**config.mk**
```make
export PLATFORM = sky130hd
export DESIGN_NAME = pwm_shadow_chan
export DESIGN_NICKNAME = d
export VERILOG_FILES = /design/src/rtl/pwm_shadow_pkg.sv /design/src/rtl/pwm_prescale.sv /design/src/rtl/pwm_shadow_reg.sv /design/src/rtl/pwm_updown_core.sv /design/src/rtl/pwm_shadow_chan.sv
export SDC_FILE = /design/constraint.sdc
export NUM_CORES = 1
export LEC_CHECK = 0
export ABC_AREA = 0
export CORE_ASPECT_RATIO = 1.1
export CORE_MARGIN = 8
export CORE_UTILIZATION = 55
export DETAILED_ROUTE_END_ITERATION = 10
export GPL_TIMING_DRIVEN = 0
export PLACE_DENSITY = 0.75
export SLEW_MARGIN = 20
export SYNTH_ARGS = -nofsm -noshare
export SYNTH_HDL_FRONTEND = slang
export SYNTH_HIERARCHICAL = 1
export SYNTH_SLANG_ARGS = --single-unit
```
**constraint.sdc**
```tcl
create_clock -name clk -period 3.3 [get_ports clk]
set_input_delay 0.33 -clock clk [delete_from_list [all_inputs] [get_ports clk]]
set_output_delay 0.33 -clock clk [all_outputs]
set_load 0.01 [all_outputs]
```
**src/rtl/pwm_shadow_pkg.sv**
```systemverilog
package pwm_shadow_pkg;
   typedef enum logic [1:0] {
      SEL_PERIOD = 2'd0,
      SEL_WIDTH  = 2'd1,
      SEL_CTRL   = 2'd2,
      SEL_NONE   = 2'd3
   } pwm_sel_e;

   // control word layout: bit 2 centre, bit 1 slow, bit 0 run
   typedef struct packed {
      logic centre;
      logic slow;
      logic run;
   } pwm_ctl_t;

   localparam int CTL_W = 3;
endpackage

```
**src/rtl/pwm_prescale.sv**
```systemverilog
module pwm_prescale #(
   parameter int DIV = 64
) (
   input  logic clk,
   input  logic rst_n,
   input  logic run_i,
   input  logic slow_i,
   output logic tick_o
);
   localparam int PW = (DIV > 1) ? $clog2(DIV) : 1;

   generate
      if (DIV < 1) begin : g_bad_div
         $error("pwm_prescale: DIV must be at least 1");
      end
      if (DIV == 1) begin : g_nodiv
         assign tick_o = run_i;
      end else begin : g_div
         logic [PW-1:0] pre_q;
         always_ff @(posedge clk or negedge rst_n) begin
            if (!rst_n)
               pre_q <= '0;
            else if (!run_i)
               pre_q <= '0;
            else if (pre_q == PW'(DIV - 1))
               pre_q <= '0;
            else
               pre_q <= pre_q + 1'b1;
         end
         assign tick_o = run_i & (~slow_i | (pre_q == PW'(DIV - 1)));
      end
   endgenerate
endmodule

```
**src/rtl/pwm_shadow_reg.sv**
```systemverilog
module pwm_shadow_reg #(
   parameter int W = 16
) (
   input  logic         clk,
   input  logic         rst_n,
   input  logic         wr_i,
   input  logic [W-1:0] data_i,
   input  logic         stopped_i,
   input  logic         reload_i,
   output logic [W-1:0] sh_o
);
   logic [W-1:0] cpu_q;
   logic [W-1:0] sh_q;

   always_ff @(posedge clk or negedge rst_n) begin
      if (!rst_n)
         cpu_q <= '0;
      else if (wr_i)
         cpu_q <= data_i;
   end

   always_ff @(posedge clk or negedge rst_n) begin
      if (!rst_n)
         sh_q <= '0;
      else if (wr_i && stopped_i)
         sh_q <= data_i;
      else if (reload_i)
         sh_q <= cpu_q;
   end

   assign sh_o = sh_q;
endmodule

```
**src/rtl/pwm_updown_core.sv**
```systemverilog
module pwm_updown_core #(
   parameter int W = 16
) (
   input  logic         clk,
   input  logic         rst_n,
   input  logic         run_i,
   input  logic         tick_i,
   input  logic         centre_i,
   input  logic [W-1:0] per_sh_i,
   input  logic [W-1:0] wid_sh_i,
   output logic [W-1:0] cnt_o,
   output logic         down_o,
   output logic         start_o,
   output logic         pwm_o
);
   logic [W-1:0] cnt_q;
   logic         dn_q;
   logic         start_q;
   logic         pwm_q;

   always_ff @(posedge clk or negedge rst_n) begin
      if (!rst_n) begin
         cnt_q   <= '0;
         dn_q    <= 1'b0;
         start_q <= 1'b0;
         pwm_q   <= 1'b0;
      end else begin
         start_q <= 1'b0;
         if (run_i)
            pwm_q <= (cnt_q >= wid_sh_i);
         if (tick_i) begin
            if (!centre_i) begin
               dn_q <= 1'b0;
               if (cnt_q >= per_sh_i) begin
                  cnt_q   <= '0;
                  start_q <= 1'b1;
               end else begin
                  cnt_q <= cnt_q + 1'b1;
               end
            end else if (per_sh_i == '0) begin
               cnt_q   <= '0;
               dn_q    <= 1'b0;
               start_q <= 1'b1;
            end else if (dn_q) begin
               if (cnt_q == '0) begin
                  dn_q    <= 1'b0;
                  cnt_q   <= W'(1);
                  start_q <= 1'b1;
               end else begin
                  cnt_q <= cnt_q - 1'b1;
               end
            end else if (cnt_q >= per_sh_i) begin
               dn_q  <= 1'b1;
               cnt_q <= cnt_q - 1'b1;
            end else begin
               cnt_q <= cnt_q + 1'b1;
            end
         end
      end
   end

   assign cnt_o   = cnt_q;
   assign down_o  = dn_q;
   assign start_o = start_q;
   assign pwm_o   = pwm_q;
endmodule

```
**src/rtl/pwm_shadow_chan.sv**
```systemverilog
module pwm_shadow_chan
   import pwm_shadow_pkg::*;
#(
   parameter int CNT_W = 16,
   parameter int DIV   = 64
) (
   input  logic             clk,
   input  logic             rst_n,
   input  logic             wr_en,
   input  logic [1:0]       wr_sel,
   input  logic [CNT_W-1:0] wr_data,
   output logic             pwm_out,
   output logic [CNT_W-1:0] cnt_o,
   output logic             cnt_down_o
);
   generate
      if (CNT_W < CTL_W) begin : g_bad_width
         $error("pwm_shadow_chan: CNT_W too small for control word");
      end
   endgenerate

   pwm_ctl_t         ctl_q;
   logic             tick;
   logic             cyc_start;
   logic [CNT_W-1:0] per_sh;
   logic [CNT_W-1:0] wid_sh;
   logic             wr_per;
   logic             wr_wid;

   assign wr_per = wr_en && (pwm_sel_e'(wr_sel) == SEL_PERIOD);
   assign wr_wid = wr_en && (pwm_sel_e'(wr_sel) == SEL_WIDTH);

   always_ff @(posedge clk or negedge rst_n) begin
      if (!rst_n)
         ctl_q <= '0;
      else if (wr_en && (pwm_sel_e'(wr_sel) == SEL_CTRL))
         ctl_q <= pwm_ctl_t'(wr_data[CTL_W-1:0]);
   end

   pwm_prescale #(.DIV(DIV)) u_pre (
      .clk    (clk),
      .rst_n  (rst_n),
      .run_i  (ctl_q.run),
      .slow_i (ctl_q.slow),
      .tick_o (tick)
   );

   pwm_shadow_reg #(.W(CNT_W)) u_per (
      .clk       (clk),
      .rst_n     (rst_n),
      .wr_i      (wr_per),
      .data_i    (wr_data),
      .stopped_i (~ctl_q.run),
      .reload_i  (cyc_start),
      .sh_o      (per_sh)
   );

   pwm_shadow_reg #(.W(CNT_W)) u_wid (
      .clk       (clk),
      .rst_n     (rst_n),
      .wr_i      (wr_wid),
      .data_i    (wr_data),
      .stopped_i (~ctl_q.run),
      .reload_i  (cyc_start),
      .sh_o      (wid_sh)
   );

   pwm_updown_core #(.W(CNT_W)) u_core (
      .clk      (clk),
      .rst_n    (rst_n),
      .run_i    (ctl_q.run),
      .tick_i   (tick),
      .centre_i (ctl_q.centre),
      .per_sh_i (per_sh),
      .wid_sh_i (wid_sh),
      .cnt_o    (cnt_o),
      .down_o   (cnt_down_o),
      .start_o  (cyc_start),
      .pwm_o    (pwm_out)
   );
endmodule

```
Word level (Yosys, flattened, before mapping)
Cells that the tools add are included.
- $add $sub $neg: 3
- $lt $le $gt $ge: 2
- equality and inequality tests: 3
- muxes and demuxes: 22
- bitwise gates (word level): 4
- reductions and logical operators: 10
- operator list (cell ; count):
    $mux W16 ; 10
    $ge A16 B16 Y1 ; 2
    $logic_not A16 Y1 ; 2
    $add A16 B1 Y16 const B ; 1
    $sub A16 B1 Y16 const B ; 1
    $mux W6 ; 2
    $mux W1 ; 10
    $add A6 B1 Y6 const B ; 1
    $eq A6 B6 Y1 const B ; 1
    $logic_and A1 B1 Y1 ; 5
    $reduce_bool A2 Y1 ; 2
    $eq A2 B1 Y1 const B ; 1
    $eq A2 B2 Y1 const B ; 1
    $logic_not A2 Y1 ; 1
    $not A1 Y1 ; 2
    $and A1 B1 Y1 ; 1
    $or A1 B1 Y1 ; 1
- register bits: 92
- bits of input ports: 21
- output and inout bits: 18
- word-level logic and storage cells: 56

Longest topological paths before layout
- depth in word-level cells: 6
- depth in mapped cells: 10
- gate-level depth less buffers: 9

Modules after synthesis
Netlist, hierarchy kept.
- by module, submodules not included (module ; times used ; cells each ; area each (um^2) ; seq. area each (um^2)):
    pwm_shadow_reg ; 2 ; 106 ; 1448.9 ; 800.8
    pwm_updown_core ; 1 ; 309 ; 2396.0 ; 475.5
    pwm_prescale ; 1 ; 28 ; 279.0 ; 150.1
    pwm_shadow_chan ; 1 ; 10 ; 161.4 ; 75.1

Least setup slack after synthesis
Ideal clock, no wire load.
- path kind: reg-to-reg
- start: register u_core.cnt_q[0] (netlist: u_core/cnt_o[0])
- end: register u_core.cnt_q[13] (netlist: u_core/cnt_o[13])
- library setup time: 0.126 ns
- arrival time: 2.548 ns
- data required time: 3.174 ns
- path slack: 0.626 ns
- stages on the path, launching flop included: 11
- buffers on the path: 1
- period minus slack after synthesis: 2.674 ns
- cells stage by stage: dfrtp_1 inv_1 ha_1 nand2b_1 a2111o_1 a31oi_1 o211ai_2 nand2_2 buf_6 o21ai_2 a221o_1
- word-level cells in the longest chain between the ends: 5
- elaborated cells between the ends (all ways): 10
- classes of those cells: add/sub: 2; order compare: 1; mux: 6; reduce/logical: 1
- ends and longest elaborated chain (item ; RTL line ; source):
    from (decl) ; pwm_updown_core.sv:16 ; logic [W-1:0] cnt_q;
    from (signal assigned) ; pwm_updown_core.sv:38 ; cnt_q <= cnt_q + 1'b1;
    from (signal assigned) ; pwm_updown_core.sv:50 ; cnt_q <= cnt_q - 1'b1;
    from (signal assigned) ; pwm_updown_core.sv:54 ; cnt_q <= cnt_q - 1'b1;
    $add A16 B1 Y16 (tied with other cells) ; pwm_updown_core.sv:38, pwm_updown_core.sv:56 ;
    $mux W16, on equally long branches ; pwm_updown_core.sv:52, pwm_updown_core.sv:45 ;
    $mux W16 ; pwm_updown_core.sv:44 ; end else if (dn_q) begin
    $mux W16 ; pwm_updown_core.sv:40 ; end else if (per_sh_i == '0) begin
    $mux W16 (*) ; pwm_updown_core.sv:32 ; if (!centre_i) begin
Every way passes the cells marked *; elsewhere a longest branch is shown, timed or not.
A chain may end at the register's enable or synchronous reset.

Final worst setup path
Same ends and word-level chain as after synthesis.

==> impl_metrics.csv <==
group,metric,value,unit
clock_tree,clockBufferDepth,2,
synth,synth_ff_type,"dfrtp_1",
final_layout,mostFrequentLayoutCells,"92 x dfrtp_1, 50 x nand3_1, 40 x mux2i_1, 38 x inv_1, 37 x clkdlybuf4s50_1",
synth,synth_fp_nets,616,
timing,finalCritPeriodShare,0.9309,
placed_design,dp_hpwl,9944,um
timing,min_period,3.072,ns
synth,synth-edff-count,0,
placed_design,gp_congestion,0.8627,
synth,syn_avg_cell_area,10.26,um2
clock_tree,cts_tree,"done",
critical_path,criticalPathCategory,"flip-flop to flip-flop",
pwr,p_per_area,784.3,nW/um2
die,io-pin-count,39,
clock_tree,root_buffer,"clkbuf_16",
die,die_area,13950,um2
synth,synthArstFlopShare,1.000,
final_layout,fin_nets,667,
critical_path,crit_fanout,10,
global_routing,first_global_vias,4522,
synth,ys_seq_elements,92,
timing,worst_pin_slew,0.6752,ns
global_routing,grt_antenna_before_repair,0,
critical_path,required,3.53,ns
die,die_w,113.4,um
placed_design,portBuffers,38,
status,status,"completed",
drt,vias,4467,
pwr,p_sw,2.047,mW
die,rows,39,
synth,yosys_warnings,6,
global_routing,grt_max_degree,76,
critical_path,start_kind,"flip-flop",
synth,netlist_instances,559,
drt,drc_errors,0,
drt,via_per_inst,5.893,
drt,ant_nets,0,
die,core,10300,um2
clock_tree,numCtsBuffers,9,
drt,routed_wl,13680,um
timing,setup_tns,0,ns
timing,max_freq,325.5,MHz
pwr,power.total,5.188,mW
pwr,switching_share,0.3946,
die,start_util,0.5569,
timing,setup_ws,0.2280,ns
clock_tree,clock_latency,0.34,ns
critical_path,critPathCaptureType,"flip-flop",
synth,yosysSeqAreaShare,0.4015,
timing,finalHoldViolations,0,
global_routing,globalRouteTotalUtil,0.2027,
pwr,irDropWorstVdd,0.0004064,V
drt,post_drt_wl_per_cell,18.05,um
pwr,intPower,3.141,mW
clock_tree,clkSlewWorstSetupHoldPaths,0.07,ns
drt,drtIter0Drc,296,
hold_path,hp-class,"primary input to asynchronous set/reset pin",
final_layout,final_common_cell,"dfrtp_1",
flow_run,maxCapViolCount,0,
global_routing,grt_pass1_wl,22430,um
synth,synth_cell_types,58,
pwr,power_frac_seq,0.368,
final_layout,insertedDiodeCount,0,
synth,syn-cell-area,5734,um2
clock_tree,post_cts_buffers,0,
clock_tree,htree_levels,3,
timing,holdWs,0.3901,ns
timing,drv_slew,0,
placed_design,dp_worst_setup_slack,0.2415,ns
pwr,combPwrFrac,0.442,
timing,setup_viol,0,
pwr,p_leak,2.931,nW
timing,rsz0062_at_grt,"false",
critical_path,cp.arrival,3.30,ns
pwr,pwr-share-clk,0.190,
clock_tree,cts_resized,0,
clock_tree,clock_sinks,92,
final_layout,drive_above_1_share,0.1561,
timing,slew_headroom,0.5486,
timing,skew,0.007125,ns
final_layout,area_delta_synth_final,15.34,%
die,fp.dieH,123.1,um
drt,dr.pass1.iters,7,
global_routing,grt_overflow,0,
worst max-delay path: stages (launching register included):
cell      delay (ns)
dfrtp_1         0.49
inv_1           0.17
ha_1            0.31
nand2b_1        0.14
a2111o_1        0.40
a31oi_1         0.33
o211ai_2        0.36
nand2_2         0.20
buf_6           0.16
o21ai_2         0.07
a221o_1         0.34
synth_stat cells, drive strengths merged (2+ instances only):
master | number | share of area
o22ai | 2 | 0.0022
a211oi | 2 | 0.0026
or3 | 11 | 0.012
a21oi | 12 | 0.010
nand2 | 30 | 0.020
nor3b | 3 | 0.0039
nor2 | 25 | 0.016
or4 | 4 | 0.0065
a21o | 6 | 0.0079
nor3 | 15 | 0.014
nand2b | 5 | 0.0055
mux2i | 40 | 0.070
a221o | 4 | 0.0070
dfrtp | 92 | 0.40
a31oi | 4 | 0.0055
nand3 | 51 | 0.045
nand4 | 7 | 0.0076
o21ai | 54 | 0.048
inv | 38 | 0.025
ha | 36 | 0.079
nor2b | 3 | 0.0033
and3 | 6 | 0.0065
o2111ai | 2 | 0.0031
xor2 | 2 | 0.0031
nor4 | 4 | 0.0055
mux2 | 39 | 0.097
o211ai | 2 | 0.0044
buf | 25 | 0.038
nand3b | 4 | 0.0074
clkbuf | 8 | 0.0052
a211o | 3 | 0.0046
and2 | 8 | 0.0096
worst paths after layout:
kind / cells past startpoint / slack, ns / to / start
max in group asynchronous: 3 / 2.30 / u_core/cnt_o[7]$_DFFE_PN0P_ / rst_n
worst min-delay path: 2 / 0.39 / u_pre/g_div.pre_q[0]$_DFF_PN0_ / rst_n
min in group clk: 1 / 0.49 / u_pre/g_div.pre_q[0]$_DFF_PN0_ / u_pre/g_div.pre_q[0]$_DFF_PN0_
worst max register to register: 10 / 0.23 / u_core/cnt_o[13]$_DFFE_PN0P_ / u_core/cnt_o[0]$_DFFE_PN0P_
worst max-delay path: 10 / 0.23 / u_core/cnt_o[13]$_DFFE_PN0P_ / u_core/cnt_o[0]$_DFFE_PN0P_
worst min register to register: 1 / 0.49 / u_pre/g_div.pre_q[0]$_DFF_PN0_ / u_pre/g_div.pre_q[0]$_DFF_PN0_
final cells by class:
cell class / instances / area [um2]
clock inverter: 3 / 21.27
inverter: 38 / 142.6
clock buffer: 13 / 260.3
multi-input combinational: 396 / 3039
buffer: 33 / 250.2
timing repair buffer: 40 / 419.2
tap: 143 / 178.9
fill: 833 / 3682
sequential: 92 / 2302
power by group through the flow:
stage / Combinational (mW) / Sequential (mW) / Clock, mW
after floorplan: 1.61 / 1.80 / 0
after global placement: 2.17 / 1.91 / 0
after detailed placement: 2.27 / 1.93 / 0
after CTS: 2.29 / 1.91 / 1.01
after global routing: 2.55 / 1.96 / 1.04
final: 2.30 / 1.91 / 0.984
sequential cells by signal (all words and copies together) (netlist names):
signal,flops
ctl_q,3
u_core/cnt_o,16
u_core/down_o,1
u_core/pwm_o,1
u_core/start_o,1
u_per/cpu_q,16
u_per/sh_o,16
u_pre/g_div.pre_q,6
u_wid/cpu_q,16
u_wid/sh_o,16
repair_timing:
| action | CTS | global route |
|---|---|---|
| endpoints found under the hold margin | 17 | 0 |
| setup endpoints to repair | 0 | 0 |
| hold buffers | 1 | 0 |
kinds of logic (layout without fill, tap and decap cells):
group,after synthesis,count (layout),share of synthesized area
DFF,92,92,0.4015
AOI/OAI and AO/OA,100,100,0.1132
adders and majority gates,36,36,0.07855
buffers and inverters,71,127,0.06851
muxes,79,79,0.1667
and+or+nand+nor,178,178,0.1669
xor gates and xnor gates,3,3,0.004583
routing by layer:
layer | GRT usage | up-vias | share of wire
li1 | - | 2107 | -
met1 | 0.2482 | 2164 | 0.43
met2 | 0.3407 | 166 | 0.48
met3 | 0.03713 | 30 | 0.058
met4 | 0.09917 | 0 | 0.029
met5 | 0 | - | 0
metrics by stage:
stage	instances	instance area (um2)	utilization
after detailed placement	741	6322	0.6140
after CTS	758	6614	0.6424
after global placement	740	6294	0.6113
after floorplan	559	5734	-
final	758	6614	0.6424
after global routing	758	6614	0.6424
No activity file was read; power rests on OpenSTA's default activity.
